$ cat config.mk
export PLATFORM = sky130hd
export DESIGN_NAME = smb_idx_regs
export DESIGN_NICKNAME = d
export VERILOG_FILES = /design/src/rtl/smb_idx_regs.sv
export SDC_FILE = /design/constraint.sdc
export NUM_CORES = 1
export LEC_CHECK = 0
export BUFFER_PORTS_ARGS = -buffer_cell sky130_fd_sc_hd__clkbuf_2
export CAP_MARGIN = 15
export CORE_ASPECT_RATIO = 2
export CORE_MARGIN = 10
export CORE_UTILIZATION = 30
export DETAILED_ROUTE_END_ITERATION = 6
export GPL_TIMING_DRIVEN = 0
export PLACE_DENSITY_LB_ADDON = 0.12
export SLEW_MARGIN = 0
export SYNTH_ARGS = -nofsm -noshare
export SYNTH_HDL_FRONTEND = slang
export SYNTH_SLANG_ARGS = --single-unit
$ cat constraint.sdc
create_clock -name clk -period 6.88 [get_ports clk]
set_input_delay 0.688 -clock clk [delete_from_list [all_inputs] [get_ports clk]]
set_output_delay 0.688 -clock clk [all_outputs]
set_load 0.01 [all_outputs]
$ cat src/rtl/smb_idx_regs.sv
module smb_idx_regs #(
  parameter logic [6:0] DEV_ADDR = 7'h6E,
  parameter logic [7:0] ID_BYTE  = 8'h5A,
  parameter logic [7:0] R0_INIT  = 8'h07,
  parameter logic [7:0] R1_INIT  = 8'hFF,
  parameter logic [7:0] R2_INIT  = 8'h00,
  parameter logic [7:0] R3_INIT  = 8'h00
) (
  input  logic       clk,
  input  logic       rst_n,
  input  logic       scl_i,
  input  logic       sda_i,
  output logic       sda_oe,
  output logic [7:0] ctl0_o,
  output logic [7:0] oe_mask_o,
  output logic [7:0] stop_mask_o,
  output logic [7:0] spare_o
);
  localparam int          NRW      = 4;
  localparam logic [7:0]  BANK_LEN = 8'(NRW + 1);
  localparam logic [2:0]  S_IDLE = 3'd0, S_ADDR = 3'd1, S_OFS = 3'd2,
                          S_CNT  = 3'd3, S_WDATA = 3'd4, S_RDATA = 3'd5;

  logic [2:0] scl_q, sda_q;
  logic [2:0] st;
  logic [3:0] bitcnt;
  logic [7:0] shreg, txd, ptr, cnt;
  logic       first, nack;
  logic [7:0] rf [NRW];

  wire scl_s = scl_q[1];
  wire sda_s = sda_q[1];
  wire start_evt = scl_s & scl_q[2] & sda_q[2] & ~sda_s;
  wire stop_evt  = scl_s & scl_q[2] & ~sda_q[2] & sda_s;
  wire scl_rise  = scl_s & ~scl_q[2];
  wire scl_fall  = ~scl_s & scl_q[2];

  wire [7:0] rd_byte = (ptr < 8'(NRW)) ? rf[ptr[1:0]] :
                       (ptr == 8'(NRW)) ? ID_BYTE : 8'h00;
  wire [7:0] tx_next = first ? BANK_LEN : rd_byte;

  assign ctl0_o      = rf[0];
  assign oe_mask_o   = rf[1];
  assign stop_mask_o = rf[2];
  assign spare_o     = rf[3];

  always_ff @(posedge clk or negedge rst_n) begin
    if (!rst_n) begin
      scl_q <= 3'b111;
      sda_q <= 3'b111;
    end else begin
      scl_q <= {scl_q[1:0], scl_i};
      sda_q <= {sda_q[1:0], sda_i};
    end
  end

  always_ff @(posedge clk or negedge rst_n) begin
    if (!rst_n) begin
      st     <= S_IDLE;
      bitcnt <= '0;
      shreg  <= '0;
      txd    <= '0;
      ptr    <= '0;
      cnt    <= '0;
      first  <= 1'b0;
      nack   <= 1'b0;
      sda_oe <= 1'b0;
      rf[0]  <= R0_INIT;
      rf[1]  <= R1_INIT;
      rf[2]  <= R2_INIT;
      rf[3]  <= R3_INIT;
    end else if (start_evt) begin
      st     <= S_ADDR;
      bitcnt <= '0;
      first  <= 1'b1;
      nack   <= 1'b0;
      sda_oe <= 1'b0;
    end else if (stop_evt) begin
      st     <= S_IDLE;
      sda_oe <= 1'b0;
    end else if (st != S_IDLE) begin
      if (scl_rise) begin
        if (bitcnt != 4'd9) bitcnt <= bitcnt + 4'd1;
        if (bitcnt < 4'd8 && st != S_RDATA) shreg <= {shreg[6:0], sda_s};
        if (bitcnt == 4'd8 && st == S_RDATA) nack <= sda_s;
      end else if (scl_fall) begin
        if (bitcnt == 4'd8) begin
          case (st)
            S_ADDR:
              if (shreg[7:1] == DEV_ADDR) begin
                sda_oe <= 1'b1;
                st     <= shreg[0] ? S_RDATA : S_OFS;
              end else st <= S_IDLE;
            S_OFS: begin
              ptr    <= shreg;
              sda_oe <= 1'b1;
              st     <= S_CNT;
            end
            S_CNT:
              if (shreg == 8'h00) st <= S_IDLE;
              else begin
                cnt    <= shreg;
                sda_oe <= 1'b1;
                st     <= S_WDATA;
              end
            S_WDATA:
              if (cnt != 8'h00) begin
                sda_oe <= 1'b1;
                cnt    <= cnt - 8'd1;
                ptr    <= ptr + 8'd1;
                if (ptr < 8'(NRW)) rf[ptr[1:0]] <= shreg;
              end else st <= S_IDLE;
            default: sda_oe <= 1'b0;
          endcase
        end else if (bitcnt == 4'd9) begin
          bitcnt <= '0;
          if (st == S_RDATA) begin
            if (nack) begin
              st     <= S_IDLE;
              sda_oe <= 1'b0;
            end else begin
              txd    <= tx_next;
              sda_oe <= ~tx_next[7];
              first  <= 1'b0;
              if (!first) ptr <= ptr + 8'd1;
            end
          end else sda_oe <= 1'b0;
        end else if (st == S_RDATA && bitcnt != 4'd0) begin
          sda_oe <= ~txd[3'd7 - bitcnt[2:0]];
        end
      end
    end
  end
endmodule


==> impl_results.md, run 1 <==
- Initial detailed-routing violation count: 176
- Initial Utilization: 30.6%
- Die H: 189 um
- Drt first pass iters: 4
- Reg2reg setup slack: 3.82 ns
- Leading cell type in the layout, fill and taps excluded: dfrtp_1
- Minimum clock period: 3.06 ns
- Worst Setup Start Kind: flop
- Initial antenna violation count: 0
- Clock root buffer: clkbuf_16
- Core ar.: 14000 um^2
- Commonest non-fill, non-tap cells in the layout: dfrtp_1 (63), mux2_2 (41), clkbuf_2 (35)
- Share of cells above drive strength 1: 30.2%
- Critical Path RT: 7.11 ns
- #FFs+latches synth: 80
- Crit end category: flop
- Post-route ant nets: 0
- Routability cong.: 0.845
- CP max FO: 9
- DRC: 0
- Setup Crit Path Kind: reg2reg
- Max Clock Skew: 0.00839 ns
- Total power: 1.08 mW
- Post-synthesis sequential area ratio: 47.3%
- Post-Route M1 WL: 4760 um
- DR vias/cell: 5.28
- Die area: 19700 um^2
- P&R area growth vs syn: 17.6%
- Met2 WL: 7200 um
- Max Clock Freq: 0.327 GHz
- Port bufs: 36
- Die Wd: 104 um
- CP Data Arrival Time: 3.29 ns
- Top sig layer: met4
- Post-synth EDFFs: 0
- Slew at the pin closest to its max-slew limit: 0.864 ns
- Clock sinks: 80
- Gr usage total: 13.1%
- Mapped Nets: 409
- Setup Fix Bufs, Post-CTS: 0
- Main synth FF type: dfrtp_1
- Outcome: finished, final reports clean
- Endpoints failing setup: 0
- Drt wl/cell: 20.0 um
- Post-CTS Resized: 0
- Largest net degree at the start of global routing: 53
- Metal3 WL: 351 um
- Fin util: 36.0%
- Detailed-route wire length: 12800 um
- CTS tree: done
- Area post-placement: 4720 um^2
- Syn Inst Count: 397
- Finished Cell Area: 5030 um^2
- MaxCap Viol Count: 0
- Final Hold Vio Count: 0
- Share of flip-flops with an asynchronous set or reset: 100%
- Via count: 3377
- Mean Syn Cell Area: 10.8 um^2
- Inserted Clock Buffers: 9
- CTS Hold Buffers Added: 0
- CTS H-tree lvls: 3
- Max-slew violations: 0
- Final setup TNS: 0 ns
- Clk_lat worst skew: 0.34 ns
- Hold Path Class: in2async
- Nets: 457
- Unrepaired setup endpoints after global routing: no
- Post-synthesis cell type count: 56
- Io pins: 37
- Relative slew slack: 42.3%
- Syn Std Cell Area: 4280 um^2
- Synth warn: 0
- Clock tree buffer depth: 2
- P_leak: 2.16 nW
- GRT overflow: 0
- Vias in the first global route: 3512
- Max rail drop VDD: 123 uV
- Site row count: 61
- Worst-path clk slew: 0.07 ns
- Post-detail-place hpwl: 9520 um
- Power Density: 215 nW/um^2
- Final worst-path cycle share: 44.5%
- Global-route wire length before repair: 20200 um
- Antenna Cells: 0
cell type report:
type	count	area, um^2
tap	189	236
multi-input combinational	280	2110
fill	1413	8940
clock inverter	5	63.8
buffer	25	97.6
clock buffer	11	243
inverter	12	45.0
timing repair buffer	37	210
sequential	80	2020
cells by family (layout without fill, tap and decap cells):
family | count (synthesis) | count (layout) | share of synthesized area, %
AOI/OAI and AO/OA | 95 | 95 | 13.4
muxes | 54 | 54 | 16.8
adders and majority gates | 8 | 8 | 2.34
DFF | 80 | 80 | 47.3
and+or+nand+nor | 118 | 118 | 15.8
xor gates and xnor gates | 5 | 5 | 1.02
buffers and inverters | 37 | 90 | 3.33
where the power goes:
| group | total, mW | internal, mW | switching [mW] | leakage, nW |
|---|---|---|---|---|
| clock | 0.492 | 0.294 | 0.198 | 0.147 |
| combinational | 0.0928 | 0.0308 | 0.0619 | 0.965 |
| sequential | 0.498 | 0.483 | 0.0147 | 1.05 |
| total | 1.08 | 0.809 | 0.275 | 2.16 |
final timing paths:
kind,startpoint,to,cells after the start
hold reg to reg,sda_q[0],sda_q[1],0
setup / recovery,cnt[0],ptr[0],8
setup reg to reg,cnt[0],ptr[0],8
max in group asynchronous,rst_n,oe_mask_o[7],2
min in group clk,sda_q[0],sda_q[1],0
hold / removal,rst_n,ctl0_o[6],1
synth_stat cells (4+ instances only):
cell type / count / share of area (%)
o2bb2ai_1: 4 / 0.82
nor2_1: 18 / 1.6
nand4_1: 6 / 0.88
a31oi_1: 8 / 1.2
ha_1: 8 / 2.3
o21ai_0: 33 / 3.9
inv_1: 12 / 1.1
dfstp_2: 17 / 10
mux4_2: 10 / 5.3
nor3_1: 7 / 0.82
nand2_2: 4 / 0.58
nor3b_1: 4 / 0.70
mux2_2: 41 / 11
or3_1: 4 / 0.58
nor4_1: 5 / 0.73
o22ai_1: 5 / 0.73
clkbuf_1: 20 / 1.8
nand2b_1: 8 / 1.2
nand3_1: 10 / 1.2
a21oi_1: 27 / 3.2
dfrtp_1: 63 / 37
nand2_1: 25 / 2.2
layer usage:
metal  track usage (%)  up-vias
li1                  -     1567
met1              13.4     1708
met2              24.5       79
met3              1.94       23
met4              7.43        0
met5                 0        -
stage by stage:
step                worst slack (ns)  std cells  hold slack (ns)
CTS                             3.80        639            0.339
global route                    3.74        639            0.352
floorplan                       4.37        397            0.345
global placement                3.79        622            0.350
detailed placement              3.81        623            0.348
finish                          3.82        639            0.320
sequential cells by signal, indices dropped and copies added, names as in the netlist:
| signal | flops |
|---|---|
| txd | 8 |
| nack | 1 |
| shreg | 8 |
| stop_mask_o | 8 |
| ptr | 8 |
| cnt | 8 |
| st | 3 |
| scl_q | 3 |
| first | 1 |
| sda_q | 3 |
| ctl0_o | 8 |
| sda_oe | 1 |
| spare_o | 8 |
| oe_mask_o | 8 |
| bitcnt | 4 |
critical path: stages, from the launching register on:
cell     delay (ns)
dfrtp_1        0.38
inv_1          0.09
ha_1           0.19
or4b_2         0.69
nor4_1         0.50
o22ai_1        0.41
and2_1         0.27
buf_2          0.17
a31o_2         0.24
Note: power is estimated with default switching activity, not from simulation.
==> run 2, diff against run 1 <==
- clock period: 6.88 -> 2.74 ns (I/O delays scaled with it)
==> run 2 against run 1 <==
Effect of this change:
- design area rose by 1.1%
- sequential cell count unchanged
- combinational power rose to 2.5 times the previous value
- power rose to 2.5 times the previous value
- die area unchanged
- final cell count unchanged
- non-clock buffer count unchanged
- count of clock-buffer cells in the layout unchanged
- largest cell class unchanged
- core utilization increased by 0.41 points
- sequential share of layout area down 0.45 points
- wire length about the same
- register-to-register slack got worse by 3.7 ns
==> impl_results.md, run 2 (synthesis results as in run 1) <==
- Minimum clock period: 2.61 ns (was 3.06 ns)
- Switching power: 690 uW (was 275 uW)
- Nets: 457 (unchanged)
- CP max FO: 10 (was 9)
- Antenna Cells: 0 (unchanged)
- Worst Reg-to-Reg Cells: 7 (was 8)
- Vias in the first global route: 3522 (was 3512)
- Fill count: 1403 (was 1413)
- Hold Path Class: in2reg (was in2async)
- RR Startpoint: bitcnt[0] (was cnt[0])
- Endpoints failing setup: 0 (unchanged)
- Final worst-path cycle share: 95.1% (was 44.5%)
- Routability cong.: 0.845 (unchanged)
- Final Hold Vio Count: 0 (unchanged)
- Commonest non-fill, non-tap cells in the layout: dfrtp_1 (63), mux2_2 (41), clkbuf_2 (37) (was dfrtp_1 (63), mux2_2 (41), clkbuf_2 (35))
- P_leak: 2.18 nW (was 2.16 nW)
- Share of cells above drive strength 1: 32.0% (was 30.2%)
- CTS H-tree lvls: 3 (unchanged)
- Max Clock Freq: 0.384 GHz (was 0.327 GHz)
- RR Endpoint: st[1] (was ptr[0])
- Core ar.: 14000 um^2 (unchanged)
- Share of power burned in registers: 46.0% (about the same)
- Setup Crit Path Kind: reg2reg (unchanged)
- Hold WS: 0.0112 ns (was 0.320 ns)
- Detailed-route wire length: 12800 um (about the same)
- Critical Path RT: 2.99 ns (was 7.11 ns)
- Worst hold path endpoint: scl_q[0]
- P&R area growth vs syn: 19.0% (was 17.6%)
- Via count: 3394 (was 3377)
- Largest net degree at the start of global routing: 53 (unchanged)
- Power share of the combinational group: 8.6% (about the same)
- MaxCap Viol Count: 0 (unchanged)
- Initial detailed-routing violation count: 148 (was 176)
- Clock sinks: 80 (unchanged)
- Gr usage total: 13.1% (about the same)
- Clk_lat worst skew: 0.34 ns (about the same)
- Global-route wire length before repair: 20200 um (about the same)
- Min-delay src: scl_i
- Die H: 189 um (unchanged)
- CP Data Arrival Time: 2.86 ns (was 3.29 ns)
- WHS Path Cells: 1
- Drt first pass iters: 4 (unchanged)
- Die area: 19700 um^2 (unchanged)
- Unrepaired setup endpoints after global routing: no (unchanged)
- Initial antenna violation count: 0 (unchanged)
- Post-route ant nets: 0 (unchanged)
- Slew at the pin closest to its max-slew limit: 0.798 ns (was 0.864 ns)
- Total power: 2.72 mW (was 1.08 mW)
- Relative slew slack: 46.4% (was 42.3%)
- Drt wl/cell: 20.0 um (about the same)
- Worst-path clk slew: 0.07 ns (about the same)
- Initial Utilization: 30.6% (unchanged)
- Clock tree buffer depth: 2 (unchanged)
- Reg2reg setup slack: 0.13 ns (was 3.82 ns)
- Max-slew violations: 0 (unchanged)
- Crit end category: flop (unchanged)
- Io pins: 37 (unchanged)
- Clock power frac: 45.4% (was 45.5%)
- Setup Fix Bufs, Post-CTS: 0 (unchanged)
- Max Clock Skew: 0.00861 ns (was 0.00839 ns)
- CTS tree: done (unchanged)
- DR vias/cell: 5.31 (was 5.28)
- DRC: 0 (unchanged)
- Switching Fraction: 25.4% (about the same)
- Power Density: 535 nW/um^2 (was 215 nW/um^2)
- Max rail drop VDD: 312 uV (was 123 uV)
- Worst Setup Start Kind: flop (unchanged)
- GRT overflow: 0 (unchanged)
- Leading cell type in the layout, fill and taps excluded: dfrtp_1 (unchanged)
- Site row count: 61 (unchanged)
- Clock root buffer: clkbuf_16 (unchanged)
- Inserted Clock Buffers: 9 (unchanged)
- Port bufs: 36 (unchanged)
- Die Wd: 104 um (unchanged)
- Outcome: finished, final reports clean (unchanged)
- Post-detail-place hpwl: 9520 um (unchanged)
- P_int: 2.03 mW (was 809 uW)
==> run 2: timing repair <==
action / CTS / global route
setup endpoints to repair: 42 / 52
hold endpoints to repair: 21 / 0
pin swaps: 0 / 1
hold buffers: 1 / 0
resized for setup: 7 / 7
==> run 2: worst max path at each step <==
stage / startpoint / to / slack [ns] / cells after the start
2_1_floorplan: cnt[0] / st[0] / 0.23 / 7
3_3_place_gp: cnt[0] / ptr[0] / -0.35 / 8
3_5_place_dp: cnt[0] / ptr[0] / -0.33 / 8
4_1_cts: ptr[4] / oe_mask_o[7] / 0.05 / 5
5_1_grt: bitcnt[0] / st[0] / 0.03 / 7
6_report: bitcnt[0] / st[1] / 0.13 / 7
==> run 2: metrics by stage <==
stage,TNS (ns),util (%),setup WS (ns),std cells,cell area (um^2)
finish,0,36.4,0.133,639,5090
global route,0,36.4,0.0250,639,5090
CTS,0,36.4,0.0511,640,5080
detailed placement,-4.49,33.8,-0.333,623,4720
global placement,-5.24,33.6,-0.352,622,4690
floorplan,0,-,0.228,397,4280
==> run 2: area by class of cell <==
type / instances / area (um^2) / share of cell area, %
buffer: 24 / 96.3 / 1.89
clock buffer: 11 / 243 / 4.77
clock inverter: 5 / 63.8 / 1.25
inverter: 12 / 45.0 / 0.885
multi-input combinational: 280 / 2160 / 42.5
sequential: 80 / 2020 / 39.8
tap: 189 / 236 / 4.65
timing repair buffer: 38 / 220 / 4.33
==> run 2: worst max-delay path, cell delays in order (launching register included) <==
cell and delay (ns):
dfrtp_1 0.40, buf_2 0.19, or4b_1 0.59, clkbuf_2 0.23
o32a_1 0.20, o32a_1 0.23, or4b_1 0.51, a22oi_1 0.17
==> run 2: power groups by stage <==
stage	clock network, mW	logic [mW]	registers [mW]
finish	1.24	0.234	1.25
global route	1.32	0.260	1.25
CTS	1.28	0.240	1.25
global placement	0	0.229	1.27
detailed placement	0	0.238	1.27
floorplan	0	0.141	1.26
==> run 2: per-layer routing <==
| layer | global-route usage [%] | routed length (um) | up-vias |
|---|---|---|---|
| li1 | - | - | 1580 |
| met1 | 13.3 | 4730 | 1702 |
| met2 | 24.3 | 7130 | 81 |
| met3 | 2.01 | 383 | 31 |
| met4 | 7.91 | 534 | 0 |
| met5 | 0 | 0 | - |
